--- src/rtl/mcsr_pkg.sv ---
package mcsr_pkg;
  localparam int ADDR_W  = 12;
  localparam int NUM_CSR = 4;

  typedef enum logic [1:0] {
    OP_NONE  = 2'b00,
    OP_WRITE = 2'b01,
    OP_SET   = 2'b10,
    OP_CLEAR = 2'b11
  } csr_op_e;

  localparam int IDX_STATUS = 0;
  localparam int IDX_TVEC   = 1;
  localparam int IDX_EPC    = 2;
  localparam int IDX_CAUSE  = 3;

  localparam logic [31:0] CAUSE_ECALL_M = 32'd11;

  function automatic logic [ADDR_W-1:0] csr_addr_of(input int idx);
    case (idx)
      IDX_STATUS: csr_addr_of = 12'h300;
      IDX_TVEC:   csr_addr_of = 12'h305;
      IDX_EPC:    csr_addr_of = 12'h341;
      default:    csr_addr_of = 12'h342;
    endcase
  endfunction

  function automatic logic [31:0] csr_reset_of(input int idx);
    csr_reset_of = (idx == IDX_STATUS) ? 32'h0000_1800 : 32'h0;
  endfunction
endpackage

--- src/rtl/mcsr_decode.sv ---
module mcsr_decode
  import mcsr_pkg::*;
(
  input  logic [ADDR_W-1:0]  addr,
  output logic [NUM_CSR-1:0] sel,
  output logic               hit
);
  for (genvar i = 0; i < NUM_CSR; i++) begin : g_match
    assign sel[i] = (addr == csr_addr_of(i));
  end
  assign hit = |sel;
endmodule

--- src/rtl/mcsr_alu.sv ---
module mcsr_alu
  import mcsr_pkg::*;
#(
  parameter int XLEN = 32
) (
  input  csr_op_e         op,
  input  logic [XLEN-1:0] src,
  input  logic            src_x0,
  input  logic [XLEN-1:0] old_val,
  input  logic            hit,
  output logic [XLEN-1:0] new_val,
  output logic            wr_en
);
  always_comb begin
    new_val = old_val;
    wr_en   = 1'b0;
    case (op)
      OP_WRITE: begin new_val = src;            wr_en = hit;           end
      OP_SET:   begin new_val = old_val | src;  wr_en = hit && !src_x0; end
      OP_CLEAR: begin new_val = old_val & ~src; wr_en = hit && !src_x0; end
      default:  ;
    endcase
  end
endmodule

--- src/rtl/mcsr_file.sv ---
module mcsr_file
  import mcsr_pkg::*;
#(
  parameter int XLEN = 32
) (
  input  logic                          clk,
  input  logic                          rst_n,
  input  logic [NUM_CSR-1:0]            wr_sel,
  input  logic                          wr_en,
  input  logic [XLEN-1:0]               wr_data,
  input  logic                          trap_en,
  input  logic [XLEN-1:0]               trap_pc,
  output logic [NUM_CSR-1:0][XLEN-1:0]  q
);
  for (genvar i = 0; i < NUM_CSR; i++) begin : g_reg
    logic [XLEN-1:0] d;
    logic            en;
    localparam logic [XLEN-1:0] RST = XLEN'(csr_reset_of(i));

    always_comb begin
      en = wr_en && wr_sel[i];
      d  = wr_data;
      if (trap_en && i == IDX_EPC) begin
        en = 1'b1;
        d  = trap_pc;
      end else if (trap_en && i == IDX_CAUSE) begin
        en = 1'b1;
        d  = XLEN'(CAUSE_ECALL_M);
      end
    end

    always_ff @(posedge clk or negedge rst_n) begin
      if (!rst_n)  q[i] <= RST;
      else if (en) q[i] <= d;
    end
  end
endmodule

--- src/rtl/mcsr_trap.sv ---
module mcsr_trap #(
  parameter int XLEN = 32
) (
  input  logic            ecall,
  input  logic            mret,
  input  logic [XLEN-1:0] tvec,
  input  logic [XLEN-1:0] epc,
  output logic            redirect,
  output logic [XLEN-1:0] target
);
  always_comb begin
    redirect = ecall || mret;
    if (ecall)     target = tvec;
    else if (mret) target = epc;
    else           target = '0;
  end
endmodule

--- src/rtl/mcsr_unit.sv ---
module mcsr_unit
  import mcsr_pkg::*;
#(
  parameter int XLEN = 32
) (
  input  logic              clk,
  input  logic              rst_n,
  input  logic [1:0]        csr_op,
  input  logic [ADDR_W-1:0] csr_addr,
  input  logic [XLEN-1:0]   csr_src,
  input  logic              csr_src_x0,
  output logic [XLEN-1:0]   csr_rdata,
  output logic              csr_err,
  input  logic              ecall_i,
  input  logic [XLEN-1:0]   ecall_pc,
  input  logic              mret_i,
  output logic              redirect_o,
  output logic [XLEN-1:0]   redirect_pc
);
  logic [1:0] rst_pipe;
  logic       rst_sync_n;

  always_ff @(posedge clk or negedge rst_n) begin
    if (!rst_n) rst_pipe <= 2'b00;
    else        rst_pipe <= {rst_pipe[0], 1'b1};
  end
  assign rst_sync_n = rst_pipe[1];

  csr_op_e                         op;
  logic [NUM_CSR-1:0]              sel;
  logic                            hit;
  logic [NUM_CSR-1:0][XLEN-1:0]    regs;
  logic [XLEN-1:0]                 old_val;
  logic [XLEN-1:0]                 new_val;
  logic                            wr_en;
  logic [XLEN-1:0]                 csr_status, csr_tvec, csr_epc, csr_cause;

  assign op = csr_op_e'(csr_op);

  mcsr_decode u_dec (.addr(csr_addr), .sel(sel), .hit(hit));

  always_comb begin
    old_val = '0;
    for (int i = 0; i < NUM_CSR; i++)
      if (sel[i]) old_val = old_val | regs[i];
  end

  mcsr_alu #(.XLEN(XLEN)) u_alu (
    .op(op), .src(csr_src), .src_x0(csr_src_x0), .old_val(old_val),
    .hit(hit), .new_val(new_val), .wr_en(wr_en)
  );

  mcsr_file #(.XLEN(XLEN)) u_file (
    .clk(clk), .rst_n(rst_sync_n), .wr_sel(sel), .wr_en(wr_en),
    .wr_data(new_val), .trap_en(ecall_i), .trap_pc(ecall_pc), .q(regs)
  );

  assign csr_status = regs[IDX_STATUS];
  assign csr_tvec   = regs[IDX_TVEC];
  assign csr_epc    = regs[IDX_EPC];
  assign csr_cause  = regs[IDX_CAUSE];

  mcsr_trap #(.XLEN(XLEN)) u_trap (
    .ecall(ecall_i), .mret(mret_i), .tvec(csr_tvec), .epc(csr_epc),
    .redirect(redirect_o), .target(redirect_pc)
  );

  assign csr_rdata = (op != OP_NONE) ? old_val : '0;
  assign csr_err   = (op != OP_NONE) && !hit;
endmodule

--- config.mk ---
export PLATFORM = sky130hd
export DESIGN_NAME = mcsr_unit
export DESIGN_NICKNAME = d
export VERILOG_FILES = /design/src/rtl/mcsr_pkg.sv /design/src/rtl/mcsr_decode.sv /design/src/rtl/mcsr_alu.sv /design/src/rtl/mcsr_file.sv /design/src/rtl/mcsr_trap.sv /design/src/rtl/mcsr_unit.sv
export SDC_FILE = /design/constraint.sdc
export NUM_CORES = 1
export LEC_CHECK = 0
export BUFFER_PORTS_ARGS = -buffer_cell sky130_fd_sc_hd__buf_2
export CAP_MARGIN = 0
export CORE_MARGIN = 2
export CORE_UTILIZATION = 40
export CTS_BUF_LIST = sky130_fd_sc_hd__clkbuf_16
export CTS_CLUSTER_SIZE = 20
export DETAILED_ROUTE_END_ITERATION = 10
export PLACE_DENSITY = 0.6
export RECOVER_POWER = 50
export SLEW_MARGIN = 40
export SYNTH_ARGS = -nofsm -noshare
export SYNTH_HDL_FRONTEND = slang
export SYNTH_HIERARCHICAL = 1
export SYNTH_SLANG_ARGS = --single-unit
--- constraint.sdc ---
create_clock -name clk -period 7.5 [get_ports clk]
set_input_delay 2.25 -clock clk [delete_from_list [all_inputs] [get_ports clk]]
set_output_delay 2.25 -clock clk [all_outputs]
set_load 0.01 [all_outputs]
==> results.yml <==
floorplanning:
  chipHeight_um: 150
  die_x_um: 150
  start_util: 0.408
  core_area_mm2: 0.0210
  rows: 53
  ios: 149
  die_area_mm2: 0.0226
sta:
  worst_pin_slew_ns: 3.92
  slew_viol_final: 246
  min_period_ns: 6.55
  rsz0062_at_grt: "false"
  setup_viol: 0
  tns_ns: 0
  finClkSkew_ns: 0.00701
  slew_headroom: -1.61
  fin_crit_sh: 0.873
  fmaxAchievable_mhz: 153
  hold_viol: 0
grt:
  grt_antenna_before_repair: 1
  grt_max_degree: 72
  grt_use_met1: 0.303
  globalRouteMet2Util: 0.336
  globalRouteMet3Util: 0.0403
  grt.total_usage: 0.212
  grt_pass1_vias: 6639
  overflow: 0
  grt_pass1_wl_um: 37200
  grt-busiest-layer: "met2"
cts:
  clk_pin_slew_worst_paths_ns: 0.06
  numCtsBuffers: 17
  post_cts_buffers: 0
  cts.path.max_buffers: 2
  cts_tree: "built"
  cts_sinks: 130
  post_cts_resized: 0
  ctsHoldBuffers: 0
  clock-root-buffer: "clkbuf_16"
  insertion_delay_ns: 0.41
  htreeDepth: 4
worst_setup_path:
  end_kind: "register"
  reg2reg_depth: 1
  required_ns: 7.79
  crit_path_max_fanout: 49
  r2r_slack_ns: 2.97
  r2r_start: "rst_pipe[1]"
  critical_path_arrival_ns: 6.84
  reg2reg_to: "u_file/q[19]"
  worstSetupPathType: "input pin to register"
  cp-start-kind: "input pin"
power_and_ir_drop:
  ir_drop_v: 0.000130
  p_leak_nw: 4.66
  p_per_area_mw_per_mm2: 170
logic_synthesis:
  ys.flop_type: "dfrtp_1"
  synth_area_mm2: 0.00858
  ys_seq_area_frac: 0.380
  synth.distinct_cells: 45
  yosys_register_bits: 130
  synthesis.nets: 898
  synth_edf_count: 0
  async_flop_share: 1.00
  synthCells: 815
  avgSynthCellArea_um2: 10.5
  ys_warn_count: 6
drt:
  vias: 6737
  routed_wl_um: 23400
  drtIter0Drc: 512
  ant_nets: 0
  wl_per_cell_um: 19.4
  firstDrtPassIters: 5
  post-route-drc-count: 0
  avgViaCountPerCell: 5.59
place:
  port_buffers: 148
  gp_congestion: 0.773
  dp_hpwl_um: 14400
final_layout:
  layout-drive-gt1-share: 0.347
  most-common-layout-cells: "buf_2, dfrtp_1, a22oi_1, nand2_1, inv_1"
  final_common_cell: "buf_2"
  syn_to_final_growth_pct: 13.7
  final_nets: 1001
  final_core_util: 0.464
hold_path:
  hp-class: "register to async pin"
outcome:
  outcome: "finished with violations"
  violations: "capacitance limit, slew limit"
run:
  cap_violations: 5
## routing by layer
metal / share of wire / vias to the layer above
met5: 0 / -
met4: 0.0080 / 0
met3: 0.045 / 12
met2: 0.47 / 170
met1: 0.47 / 3363
li1: - / 3192
## cell families (layout without fill, tap and decap cells)
kind of cell | count (synthesis) | after routing | synth area share
AND/OR/NAND/NOR | 153 | 153 | 0.102
flip-flops | 130 | 130 | 0.380
XOR/XNOR | 33 | 33 | 0.0337
other | 1 | 2 | 0.000437
buffers and inverters | 146 | 261 | 0.0960
AO/OA/AOI/OAI | 288 | 288 | 0.278
multiplexers | 64 | 64 | 0.110
## Yosys cell counts, types with 2 or more instances
cell | count | area (um^2)
buf_12 | 2 | 40.0
o311ai_1 | 2 | 17.5
a22oi_2 | 15 | 188
xnor2_1 | 32 | 280
a21bo_2 | 29 | 290
a21oi_1 | 59 | 295
o21ai_1 | 7 | 35.0
mux2_4 | 60 | 901
o21ai_0 | 27 | 135
nor2_1 | 3 | 11.3
nor3_1 | 2 | 10.0
nand4b_1 | 32 | 280
dfstp_2 | 2 | 52.6
a21oi_2 | 3 | 26.3
nand2_1 | 70 | 263
a22oi_1 | 81 | 608
clkbuf_1 | 13 | 48.8
nand3_1 | 30 | 150
o311ai_2 | 30 | 488
nand2_4 | 2 | 22.5
buf_2 | 34 | 170
mux2_1 | 4 | 45.0
buf_4 | 6 | 45.0
nor4b_2 | 2 | 30.0
buf_6 | 22 | 248
a22o_1 | 30 | 263
nand3b_1 | 2 | 15.0
a211o_1 | 3 | 26.3
dfrtp_1 | 128 | 3200
and3_1 | 3 | 18.8
buf_1 | 2 | 7.51
inv_1 | 65 | 244
## worst max-delay path by stage
| stage | startpoint | to | slack, ns | depth (start not counted) |
|---|---|---|---|---|
| after global routing | csr_addr[5] | u_file/q[67] | 0.59 | 7 |
| after global placement | csr_addr[5] | csr_rdata[30] | 1.25 | 8 |
| final | csr_addr[5] | u_file/q[88] | 0.95 | 8 |
| after detailed placement | csr_addr[5] | csr_rdata[30] | 1.23 | 8 |
| after floorplan | csr_addr[5] | csr_rdata[29] | 1.47 | 6 |
| after CTS | csr_addr[5] | csr_rdata[2] | 1.22 | 8 |
## per-stage QoR
stage	hold slack, ns	power (mW)	setup slack (ns)	cell area (um^2)	cells
after floorplan	0.331	0.874	1.47	8580	815
after global placement	0.337	0.936	1.25	9270	1170
after detailed placement	0.339	0.942	1.23	9330	1173
after CTS	0.353	1.68	1.22	9840	1204
after global routing	0.368	1.74	0.589	9750	1205
final	0.338	1.66	0.951	9750	1206
## cell type report
cell class | instances | area, um^2
fillers | 2031 | 11300
multi-input cells | 539 | 4450
flip-flops and latches | 130 | 3260
repair buffers | 165 | 937
clock buffers | 17 | 425
well taps | 275 | 344
inverters | 65 | 244
clock inverters | 14 | 86.3
diodes | 1 | 2.50
## state kept, by name, indices dropped and copies added, names as in the netlist
register  count
rst_pipe      2
u_file/q    128
## report_power, final
group / leakage (nW) / switching [mW] / internal [mW]
Combinational: 2.65 / 0.111 / 0.0773
Sequential: 1.73 / 0.0156 / 0.718
Clock: 0.277 / 0.295 / 0.440
Total: 4.66 / 0.422 / 1.24
## critical path, cell delays in order
cell and delay [ns]:
buf_2 0.09, nor4b_1 0.30, nand2_1 0.25, a21oi_1 0.29, o211a_1 1.44, clkbuf_1 1.69, nand4b_1 0.31, o311ai_2 0.17
No activity file was read; power rests on OpenSTA's default activity.
